==> src/rtl/fpstat_pkg.sv <==
package fpstat_pkg;

  localparam int NUM_EXC  = 6;
  localparam int LO_W     = 32;
  localparam int SAT_POS  = 27;
  localparam int CMP_LSB  = 28;
  localparam int CMP_W    = 4;
  localparam int UF_IDX   = 3;

  // Register bit that carries exception index k.
  function automatic int exc_pos(input int k);
    case (k)
      5:       return 7;
      default: return k;
    endcase
  endfunction

  // Exception events that may mark their flag.
  function automatic logic [NUM_EXC-1:0] gate_exc(
    input logic [NUM_EXC-1:0] evt,
    input logic [NUM_EXC-1:0] trap,
    input logic               ftz
  );
    logic [NUM_EXC-1:0] pass;
    pass = ~trap;
    pass[UF_IDX] = pass[UF_IDX] | ftz;
    return evt & pass;
  endfunction

  // Scatter per-exception bits into register positions.
  function automatic logic [LO_W-1:0] place_exc(input logic [NUM_EXC-1:0] v);
    logic [LO_W-1:0] r;
    r = '0;
    for (int k = 0; k < NUM_EXC; k++) r[exc_pos(k)] = v[k];
    return r;
  endfunction

  // Bits held by sticky flops.
  function automatic logic [LO_W-1:0] sticky_mask();
    logic [LO_W-1:0] r;
    r = place_exc('1);
    r[SAT_POS] = 1'b1;
    return r;
  endfunction

  // Bits that can read non-zero.
  function automatic logic [LO_W-1:0] visible_mask(input bit legacy);
    logic [LO_W-1:0] r;
    r = sticky_mask();
    if (legacy) r[CMP_LSB +: CMP_W] = '1;
    return r;
  endfunction

endpackage

==> src/rtl/fpstat_gate.sv <==
module fpstat_gate
  import fpstat_pkg::*;
#(
  parameter int LW = 32
) (
  input  logic [NUM_EXC-1:0] exc_evt,
  input  logic [NUM_EXC-1:0] trap_en,
  input  logic               ftz_en,
  input  logic               sat_evt,
  output logic [LW-1:0]      set_vec
);

  logic [NUM_EXC-1:0] pass_evt;

  always_comb begin
    pass_evt = gate_exc(exc_evt, trap_en, ftz_en);
    set_vec = '0;
    set_vec[LO_W-1:0] = place_exc(pass_evt);
    set_vec[SAT_POS] = sat_evt;
  end

endmodule

==> src/rtl/fpstat_sticky.sv <==
module fpstat_sticky #(
  parameter int              LW   = 32,
  parameter logic [LW-1:0]   MASK = '1
) (
  input  logic          clk,
  input  logic          rst_n,
  input  logic          wr_en,
  input  logic [LW-1:0] wr_data,
  input  logic [LW-1:0] set_vec,
  output logic [LW-1:0] q
);

  logic [LW-1:0] base;
  logic [LW-1:0] nxt;

  always_comb begin
    base = wr_en ? wr_data : q;
    nxt  = (base | set_vec) & MASK;
  end

  always_ff @(posedge clk or negedge rst_n) begin
    if (!rst_n) q <= '0;
    else        q <= nxt;
  end

endmodule

==> src/rtl/fpstat_cmp.sv <==
module fpstat_cmp
  import fpstat_pkg::*;
#(
  parameter bit LEGACY = 1'b1
) (
  input  logic             clk,
  input  logic             rst_n,
  input  logic             cmp_vld,
  input  logic [CMP_W-1:0] cmp_nzcv,
  input  logic             wr_en,
  input  logic [CMP_W-1:0] wr_nzcv,
  output logic [CMP_W-1:0] q
);

  generate
    if (LEGACY) begin : g_live
      always_ff @(posedge clk or negedge rst_n) begin
        if (!rst_n)       q <= '0;
        else if (cmp_vld) q <= cmp_nzcv;
        else if (wr_en)   q <= wr_nzcv;
      end
    end else begin : g_tied
      logic unused_cmp;
      assign unused_cmp = ^{clk, rst_n, cmp_vld, cmp_nzcv, wr_en, wr_nzcv};
      assign q = '0;
    end
  endgenerate

endmodule

==> src/rtl/fpstat_flags.sv <==
module fpstat_flags
  import fpstat_pkg::*;
#(
  parameter int REG_W      = 64,
  parameter bit LEGACY_CMP = 1'b1
) (
  input  logic               clk,
  input  logic               rst_n,
  input  logic [NUM_EXC-1:0] exc_evt,
  input  logic [NUM_EXC-1:0] trap_en,
  input  logic               ftz_en,
  input  logic               sat_evt,
  input  logic               cmp_vld,
  input  logic [CMP_W-1:0]   cmp_nzcv,
  input  logic               wr_en,
  input  logic [REG_W-1:0]   wr_data,
  output logic [REG_W-1:0]   rd_data
);

  localparam logic [LO_W-1:0] STK_MASK = sticky_mask();
  localparam int              HI_W     = REG_W - LO_W;

  logic [LO_W-1:0]  set_vec;
  logic [LO_W-1:0]  sticky_q;
  logic [CMP_W-1:0] cmp_q;
  logic [HI_W-1:0]  unused_hi;

  assign unused_hi = wr_data[REG_W-1:LO_W];

  fpstat_gate #(.LW(LO_W)) u_gate (
    .exc_evt (exc_evt),
    .trap_en (trap_en),
    .ftz_en  (ftz_en),
    .sat_evt (sat_evt),
    .set_vec (set_vec)
  );

  fpstat_sticky #(.LW(LO_W), .MASK(STK_MASK)) u_sticky (
    .clk     (clk),
    .rst_n   (rst_n),
    .wr_en   (wr_en),
    .wr_data (wr_data[LO_W-1:0]),
    .set_vec (set_vec),
    .q       (sticky_q)
  );

  fpstat_cmp #(.LEGACY(LEGACY_CMP)) u_cmp (
    .clk      (clk),
    .rst_n    (rst_n),
    .cmp_vld  (cmp_vld),
    .cmp_nzcv (cmp_nzcv),
    .wr_en    (wr_en),
    .wr_nzcv  (wr_data[CMP_LSB +: CMP_W]),
    .q        (cmp_q)
  );

  always_comb begin
    rd_data = '0;
    rd_data[LO_W-1:0] = sticky_q;
    rd_data[CMP_LSB +: CMP_W] = cmp_q;
  end

endmodule

==> config.mk <==
export PLATFORM = sky130hd
export DESIGN_NAME = fpstat_flags
export DESIGN_NICKNAME = d
export VERILOG_FILES = /design/src/rtl/fpstat_pkg.sv /design/src/rtl/fpstat_gate.sv /design/src/rtl/fpstat_sticky.sv /design/src/rtl/fpstat_cmp.sv /design/src/rtl/fpstat_flags.sv
export SDC_FILE = /design/constraint.sdc
export NUM_CORES = 1
export LEC_CHECK = 0
export ABC_AREA = 0
export ABC_CLOCK_PERIOD_IN_PS = 1200
export CORE_UTILIZATION = 23
export DETAILED_ROUTE_END_ITERATION = 10
export PLACE_DENSITY = 0.86
export SYNTH_ARGS = -nofsm -noshare
export SYNTH_HDL_FRONTEND = slang
export SYNTH_SLANG_ARGS = --single-unit
export TNS_END_PERCENT = 10
==> constraint.sdc <==
create_clock -name clk -period 1.2 [get_ports clk]
set_input_delay 0.24 -clock clk [delete_from_list [all_inputs] [get_ports clk]]
set_output_delay 0.24 -clock clk [all_outputs]
set_load 0.05 [all_outputs]
# Word-level counts from Yosys, hierarchy flattened
# Index checks and enable logic that the tools add are counted.
[word_totals] ff_bits=11 latchBits=0 ram_bits=0 rom_bits=0 in_bits=86 out_inout_bits=64 elab_cells=10 memories=0
[classes] n_addsub=0 mul=0 n_div=0 magnitude_cmp=0 n_eq_ne=0 shift=0 mux=3 bitwise_logic=4 n_reduce_logical=1
[op_table] cell="2-to-1 mux 28 bit" n=1
[op_table] cell="bitwise OR 28 bit" n=1
[op_table] cell="2-to-1 mux 4 bit" n=2
[op_table] cell="bitwise AND 6 bit" n=1
[op_table] cell="NOT 6 bit" n=1
[op_table] cell="nonzero test 2 bit" n=1
[op_table] cell="bitwise OR 1 bit" n=1

# Logic depth before layout (Yosys ltp)
# Gate-level depths: netlist of run 1.
[logic_depth] ltp_word=4 ltp_mapped=3 ltp_nobuf=2

# By module
# From an unflattened synthesis of run 1, not the netlist that was laid out.
[hier_totals] cells_unflattened=132 area_unflattened_um2=1167.4
[modules_own_cells] mod="fpstat_sticky" n_inst=1 cells_each=48 area_per_inst_um2=495.5 seq_area_each_um2=175.2
[modules_own_cells] mod="fpstat_flags" n_inst=1 cells_each=33 area_per_inst_um2=244.0 seq_area_each_um2=0.0
[modules_own_cells] mod="fpstat_gate" n_inst=1 cells_each=34 area_per_inst_um2=241.5 seq_area_each_um2=0.0
[modules_own_cells] mod="fpstat_cmp" n_inst=1 cells_each=17 area_per_inst_um2=186.4 seq_area_each_um2=100.1

# Worst setup path after synthesis of run 1
# OpenSTA, ideal clock, no wires.
[synth_timing] path_type="register -> register" startpoint="reg u_sticky.q[27]" endpoint="reg u_sticky.q[27]" setup_ns=0.124 arrival_ns=0.991 required_ns=1.076 setup_slack_ns=0.085 stages_incl_launch_ff=3 n_path_buf=0 synth_period_minus_slack_ns=1.115 path_cell_list="dfrtp_1 nor2b_1 a211o_2"
[synth_via] elab_chain_cells=2
[synth_lines] element="start: declaration" line="fpstat_sticky.sv:10" rtl="output logic [LW-1:0] q"
[synth_lines] element="start signal: assignment" line="fpstat_sticky.sv:23" rtl="else q <= nxt;"
[synth_lines] element="2-to-1 mux 28 bit" line="fpstat_sticky.sv:17" rtl="base = wr_en ? wr_data : q;"
[synth_lines] element="bitwise OR 28 bit" line="fpstat_sticky.sv:18" rtl="nxt = (base | set_vec) & MASK;"
[synth_lines] element="net u_sticky.nxt[27]" line="fpstat_sticky.sv:14" rtl="logic [LW-1:0] nxt;"
# The timed path passes the listed nets, and every way through them passes these cells.
# A chain may end at the register's enable or synchronous reset.

# Worst setup path in the final report of run 1
[layout_timing] startpoint="in wr_en" endpoint="reg u_sticky.q[3]"
[layout_via] elab_chain_cells=2
[layout_lines] element="start: declaration" line="fpstat_flags.sv:15" rtl="input logic wr_en,"
[layout_lines] element="2-to-1 mux 28 bit" line="fpstat_sticky.sv:17"
[layout_lines] element="bitwise OR 28 bit" line="fpstat_sticky.sv:18"
[layout_lines] element="net u_sticky.nxt[3]" line="fpstat_sticky.sv:14"
# The timed path passes the listed nets, and every way through them passes these cells.

==> results of run 1 <==
==> metrics by stage <==
stage / setup slack [ns] / power [mW]
floorplan: 0.08452 / 1.099
detailed placement: -0.1551 / 1.262
CTS: 0.09333 / 1.628
finish: 0.09337 / 1.608
global placement: -0.1497 / 1.253
global route: 0.05993 / 1.679
==> cells by family (layout without fill, tap and decap cells) <==
kind of cell,Yosys count,count (layout),share of synthesized area (%)
other,1,53,0.4186
buffers and inverters,59,54,47.77
and+or+nand+nor,7,7,3.771
muxes,9,9,10.06
DFF,11,11,30.73
AOI/OAI and AO/OA,11,11,7.262
==> layer usage <==
layer | vias up | wire length (microns) | global-route usage [%]
li1 | 297 | - | -
met1 | 277 | 519 | 6.034
met2 | 60 | 860 | 14.47
met3 | 2 | 310 | 3.345
met4 | 0 | 21 | 5.833
met5 | - | 0 | 0
==> flip-flops by register name (all words and copies together) (netlist names) <==
| register | count |
|---|---|
| u_sticky.q | 7 |
| u_cmp.q | 4 |
==> synth_stat cells <==
library cell  count  share of area (%)
o21ai_1           3                1.7
a211o_2           1                1.1
nand2b_1          1               0.70
nand2_1           4                1.7
buf_4            53                 44
buf_6             1                1.3
o21ai_0           6                3.4
nor2b_1           2                1.4
a221o_1           1                1.1
mux2i_1           9                 10
inv_1             5                2.1
conb_1            1               0.42
dfrtp_1          11                 31
==> power breakdown <==
| group | switching, mW | leakage (nW) | internal, mW |
|---|---|---|---|
| logic | 0.553 | 0.529 | 0.258 |
| registers | 0.0363 | 0.122 | 0.406 |
| clock network | 0.123 | 0.0228 | 0.232 |
| total | 0.712 | 0.674 | 0.896 |
==> worst paths after layout <==
kind / startpoint / end / slack [ns] / depth (start not counted)
worst max-delay path: wr_en / u_sticky.q[3]$_DFF_PN0_ / 0.09 / 4
worst min-delay path: rst_n / u_sticky.q[1]$_DFF_PN0_ / 0.30 / 2
worst max register to register: u_sticky.q[3]$_DFF_PN0_ / u_sticky.q[3]$_DFF_PN0_ / 0.28 / 2
worst min register to register: u_sticky.q[0]$_DFF_PN0_ / u_sticky.q[0]$_DFF_PN0_ / 0.57 / 2
max in group asynchronous: rst_n / u_cmp.q[0]$_DFFE_PN0P_ / 0.75 / 2
min in group clk: trap_en[0] / u_sticky.q[0]$_DFF_PN0_ / 0.56 / 2
==> critical path, delay by kind of cell <==
kind,cells,cell delay (ns)
and+or+nand+nor,1,0.05
AOI/OAI and AO/OA,1,0.27
buffers and inverters,2,0.66
==> layout make-up <==
class | count | area (sq um) | share of cell area [%]
multi-input combinational | 80 | 387.9 | 28.62
tap | 48 | 60.06 | 4.432
clock buffer | 4 | 45.04 | 3.324
sequential | 11 | 275.3 | 20.31
timing repair buffer | 45 | 568.0 | 41.92
inverter | 5 | 18.77 | 1.385
==> impl_metrics.csv, run 1 <==
group,metric,value,unit
status,status,"completed",
setup_path,worst-setup-path-type,"primary input to register",
timing,setup_viol,0,
clocking,post-cts-setup-buffers,0,
final_layout,design_area,1355,sq um
detailed_routing,post_drt_wl_per_cell,8.865,microns
clocking,cts_inserted_buffers,3,
setup_path,critPathMaxFanout,13,
placed_design,dpl.cell_count,189,
floorplanning,die_w,64.41,microns
detailed_routing,ant_nets,0,
detailed_routing,num_vias,636,
flow_run,maxCapViolCount,0,
global_routing,grt_pass1_vias,559,
timing,setup_tns,0,ns
global_routing,antenna_found_initial,0,
min_path,hold_path.class,"primary input to asynchronous set/reset pin",
floorplanning,core_area,3689,sq um
logic_synthesis,ys_types,13,
detailed_routing,via_per_inst,3.295,
placed_design,numPortBuffers,43,
floorplanning,start_util,24.29,%
floorplanning,dieArea,4149,sq um
power_and_ir_drop,power_density,1187,nW/um^2
final_layout,n_antenna_cell,0,
clocking,cts_tree,"done",
clocking,numClockSinks,11,
timing,finClkSkew,0,ns
setup_path,cp-start-kind,"primary input",
clocking,hold_buffers,0,
logic_synthesis,yosysSeqAreaShare,30.73,%
global_routing,gr-total-overflow,0,
setup_path,endpoint_kind,"register",
timing,maxSlewViolCount,0,
setup_path,cp_slowest_cell,"clkdlybuf4s50_1",
clocking,cts_max_level,1,
logic_synthesis,yosys_register_bits,11,
placed_design,dpl_cell_area,1310,sq um
floorplanning,rows,22,
final_layout,mostFrequentLayoutCell,"conb_1",
power_and_ir_drop,ir_drop,294.4,uV
timing,max_freq,0.9036,GHz
clocking,clk_path_buf_depth,2,
timing,fin_crit,1.107,ns
setup_path,cp.required,1.31,ns
placed_design,dpl.hpwl,1506,microns
global_routing,grt_first_pass_wirelength,2359,microns
detailed_routing,routed_wl,1711,microns
final_layout,fin_nets,232,
clocking,insertion_delay,0.23,ns
final_layout,fillers,385,
timing,grt_setup_unrepaired,"no",
final_layout,mostFrequentLayoutCells,"53 x conb_1, 32 x clkdlybuf4s50_1, 12 x buf_12",
detailed_routing,drc,0,
logic_synthesis,synth_warnings,0,
power_and_ir_drop,leakage,0.6736,nW
floorplanning,dieHeight,64.41,microns
timing,final_hold_viol_count,0,
final_layout,utilization,36.74,%
final_layout,area_growth,51.26,%
floorplanning,io_pins,150,
clocking,cts_resized,0,
setup_path,crit_chain,"clkdlybuf4s50_1 -> buf_12 -> nor2b_1 -> a221o_1",
placed_design,gp_congestion,0.6289,
logic_synthesis,syn_inst,98,
timing,worst_hold_slack,0.3020,ns
setup_path,worst_path_largest_cell_delay,0.50,ns
detailed_routing,drtPass1Iterations,2,
clocking,cts_root_buf,"clkbuf_8",
logic_synthesis,syn_avg_cell_area,9.141,sq um
final_layout,layout-drive-gt1-share,11.72,%
detailed_routing,drt_first_iter_violations,5,
global_routing,grt_max_degree,14,
final_layout,finalNonFillerCells,193,
clocking,clkTransAtPathRegs,0.05,ns
global_routing,globalRouteTotalUtil,7.664,%
timing,fin_crit_sh,92.22,%
setup_path,worstPathArrival,1.22,ns
logic_synthesis,synth_area,895.9,sq um
Power figures use the tool's default switching activity.
==> run 2, diff against run 1 <==
--- a/config.mk
+++ b/config.mk
@@ -7,9 +7,11 @@
 export LEC_CHECK = 0
 export ABC_AREA = 0
 export ABC_CLOCK_PERIOD_IN_PS = 1200
-export CORE_UTILIZATION = 23
+export CELL_PAD_IN_SITES_DETAIL_PLACEMENT = 1
+export CELL_PAD_IN_SITES_GLOBAL_PLACEMENT = 2
+export CORE_UTILIZATION = 10
 export DETAILED_ROUTE_END_ITERATION = 10
-export PLACE_DENSITY = 0.86
+export PLACE_DENSITY_LB_ADDON = 0.1
 export SYNTH_ARGS = -nofsm -noshare
 export SYNTH_HDL_FRONTEND = slang
 export SYNTH_SLANG_ARGS = --single-unit
==> run 2 against run 1 <==
  * Wire length grew 37%
  * Design area grew 5.2%
  * Utilization fell by 20 points
  * Clock power grew 12%
  * Cell count is 32% higher
  * Hold slack gained 0.0049 ns
  * Setup slack improved by 0.024 ns
  * Power grew 2.8%
  * Global-route usage shrank 2.6 points
  * Non-clock buffer count rose by 1
  * Combinational power up 0.5%
  * First-iteration DRC count rose to 3.2 times the previous value
  * Highest routed layer unchanged
==> impl_metrics.csv, run 2 (synthesis results as in run 1) <==
group,metric,value,unit
setup_path,critPathMaxFanout,6,
clocking,post-cts-setup-buffers,0,
final_layout,finalNonFillerCells,254,
floorplanning,rows,34,
power_and_ir_drop,power_density,1160,nW/um^2
power_and_ir_drop,power,1.653,mW
detailed_routing,via_per_inst,2.571,
final_layout,design_area,1425,sq um
floorplanning,core_area,8678,sq um
min_path,hold_path.class,"primary input to asynchronous set/reset pin",
setup_path,cp_slowest_cell,"clkdlybuf4s50_1",
setup_path,endpoint_kind,"register",
timing,fin_crit,1.083,ns
final_layout,mostFrequentLayoutCells,"53 x conb_1, 32 x clkdlybuf4s50_1, 11 x buf_12, 11 x dfrtp_1, 9 x mux2i_1",
detailed_routing,num_vias,653,
timing,grt_setup_unrepaired,"no",
clocking,hold_buffers,0,
setup_path,cp-start-kind,"primary input",
placed_design,place_ws,-0.1646,ns
final_layout,mostFrequentLayoutCell,"conb_1",
timing,setup_tns,0,ns
timing,worst_hold_slack,0.3069,ns
clocking,clk_path_buf_depth,2,
global_routing,met2_usage,8.234,%
placed_design,numPortBuffers,43,
clocking,numClockSinks,11,
placed_design,gp_congestion,0.6152,
flow_run,maxCapViolCount,0,
final_layout,n_antenna_cell,0,
detailed_routing,drt_first_iter_violations,16,
global_routing,antenna_found_initial,0,
setup_path,critPathBufInv,2,
detailed_routing,routed_wl,2350,microns
clocking,cts_resized,0,
setup_path,worst_path_largest_cell_delay,0.48,ns
floorplanning,start_util,10.32,%
clocking,clkTransAtPathRegs,0.06,ns
final_layout,reg_top3,"u_sticky.q: 7 flops, u_cmp.q: 4 flops",
global_routing,grt_pass1_vias,651,
final_layout,largest_register,"u_sticky.q",
floorplanning,die_w,96.65,microns
clocking,insertion_delay,0.24,ns
final_layout,fillers,1042,
timing,max_freq,0.9234,GHz
detailed_routing,post_drt_wl_per_cell,9.252,microns
final_layout,multi_input_area,387.9,sq um
detailed_routing,drtPass1Iterations,5,
floorplanning,dieArea,9341,sq um
global_routing,top_usage_layer,"met2",
timing,setup_viol,0,
timing,final_hold_viol_count,0,
final_layout,seq_area,275.3,sq um
timing,finClkSkew,0,ns
status,status,"completed",
setup_path,worstPathArrival,1.20,ns
final_layout,utilization,16.42,%
detailed_routing,drc,0,
final_layout,fin_nets,233,
placed_design,dpl_cell_area,1380,sq um
global_routing,grt_first_pass_wirelength,3643,microns
final_layout,largest_reg_flops,7,
global_routing,grt_max_degree,12,
clocking,cts_inserted_buffers,3,
global_routing,globalRouteTotalUtil,5.018,%
floorplanning,dieHeight,96.65,microns
final_layout,layout-drive-gt1-share,12.33,%
setup_path,crit_chain,"clkdlybuf4s50_1 -> buf_4 -> mux2i_1 -> o21ai_0",
power_and_ir_drop,leakage,0.6738,nW
setup_path,cp.required,1.31,ns
clocking,cts_tree,"done",
setup_path,cp_top_family,"buffers and inverters",
timing,setup_ws,0.1170,ns
setup_path,worst-setup-path-type,"primary input to register",
global_routing,grt_use_met1,6.170,%
power_and_ir_drop,ir_drop,247.4,uV
timing,fin_crit_sh,90.25,%
global_routing,gr-total-overflow,0,
placed_design,dpl.cell_count,250,
global_routing,met3_usage,1.590,%
final_layout,area_growth,59.08,%
clocking,cts_root_buf,"clkbuf_8",
floorplanning,io_pins,150,
clocking,cts_max_level,1,
placed_design,dpl.hpwl,1973,microns
detailed_routing,ant_nets,0,
timing,maxSlewViolCount,0,
[run 2: cell types whose count changed in the layout (fill, tap and decap cells not counted), sizes merged]
cell / delta
buf: +1
[run 2: per-layer routing]
layer | wire length (microns) | part of all wire (%) | up-vias
met5 | 0 | 0 | -
met4 | 25 | 1.1 | 0
met3 | 211 | 9.0 | 5
met2 | 1125 | 48 | 58
met1 | 988 | 42 | 291
li1 | - | - | 299
[run 2: cell type report]
type,count,share of cell area [%]
multi-input combinational,80,27.22
tap,108,9.482
timing repair buffer,46,39.51
sequential,11,19.32
clock buffer,4,3.161
inverter,5,1.317
[run 2: worst paths after layout]
kind	from	end	slack, ns	cells past startpoint
max	wr_en	u_cmp.q[0]$_DFFE_PN0P_	0.12	4
min	rst_n	u_cmp.q[1]$_DFFE_PN0P_	0.31	2
max reg2reg	u_sticky.q[3]$_DFF_PN0_	u_sticky.q[3]$_DFF_PN0_	0.28	2
min reg2reg	u_sticky.q[0]$_DFF_PN0_	u_sticky.q[0]$_DFF_PN0_	0.57	2
max in group asynchronous	rst_n	u_cmp.q[0]$_DFFE_PN0P_	0.73	2
min in group clk	exc_evt[0]	u_sticky.q[0]$_DFF_PN0_	0.55	3
[run 2: power breakdown]
part / internal, mW / total [mW] / switching [mW]
clock: 0.235 / 0.397 / 0.163
sequential: 0.405 / 0.441 / 0.0354
combinational: 0.256 / 0.815 / 0.559
total: 0.896 / 1.65 / 0.757
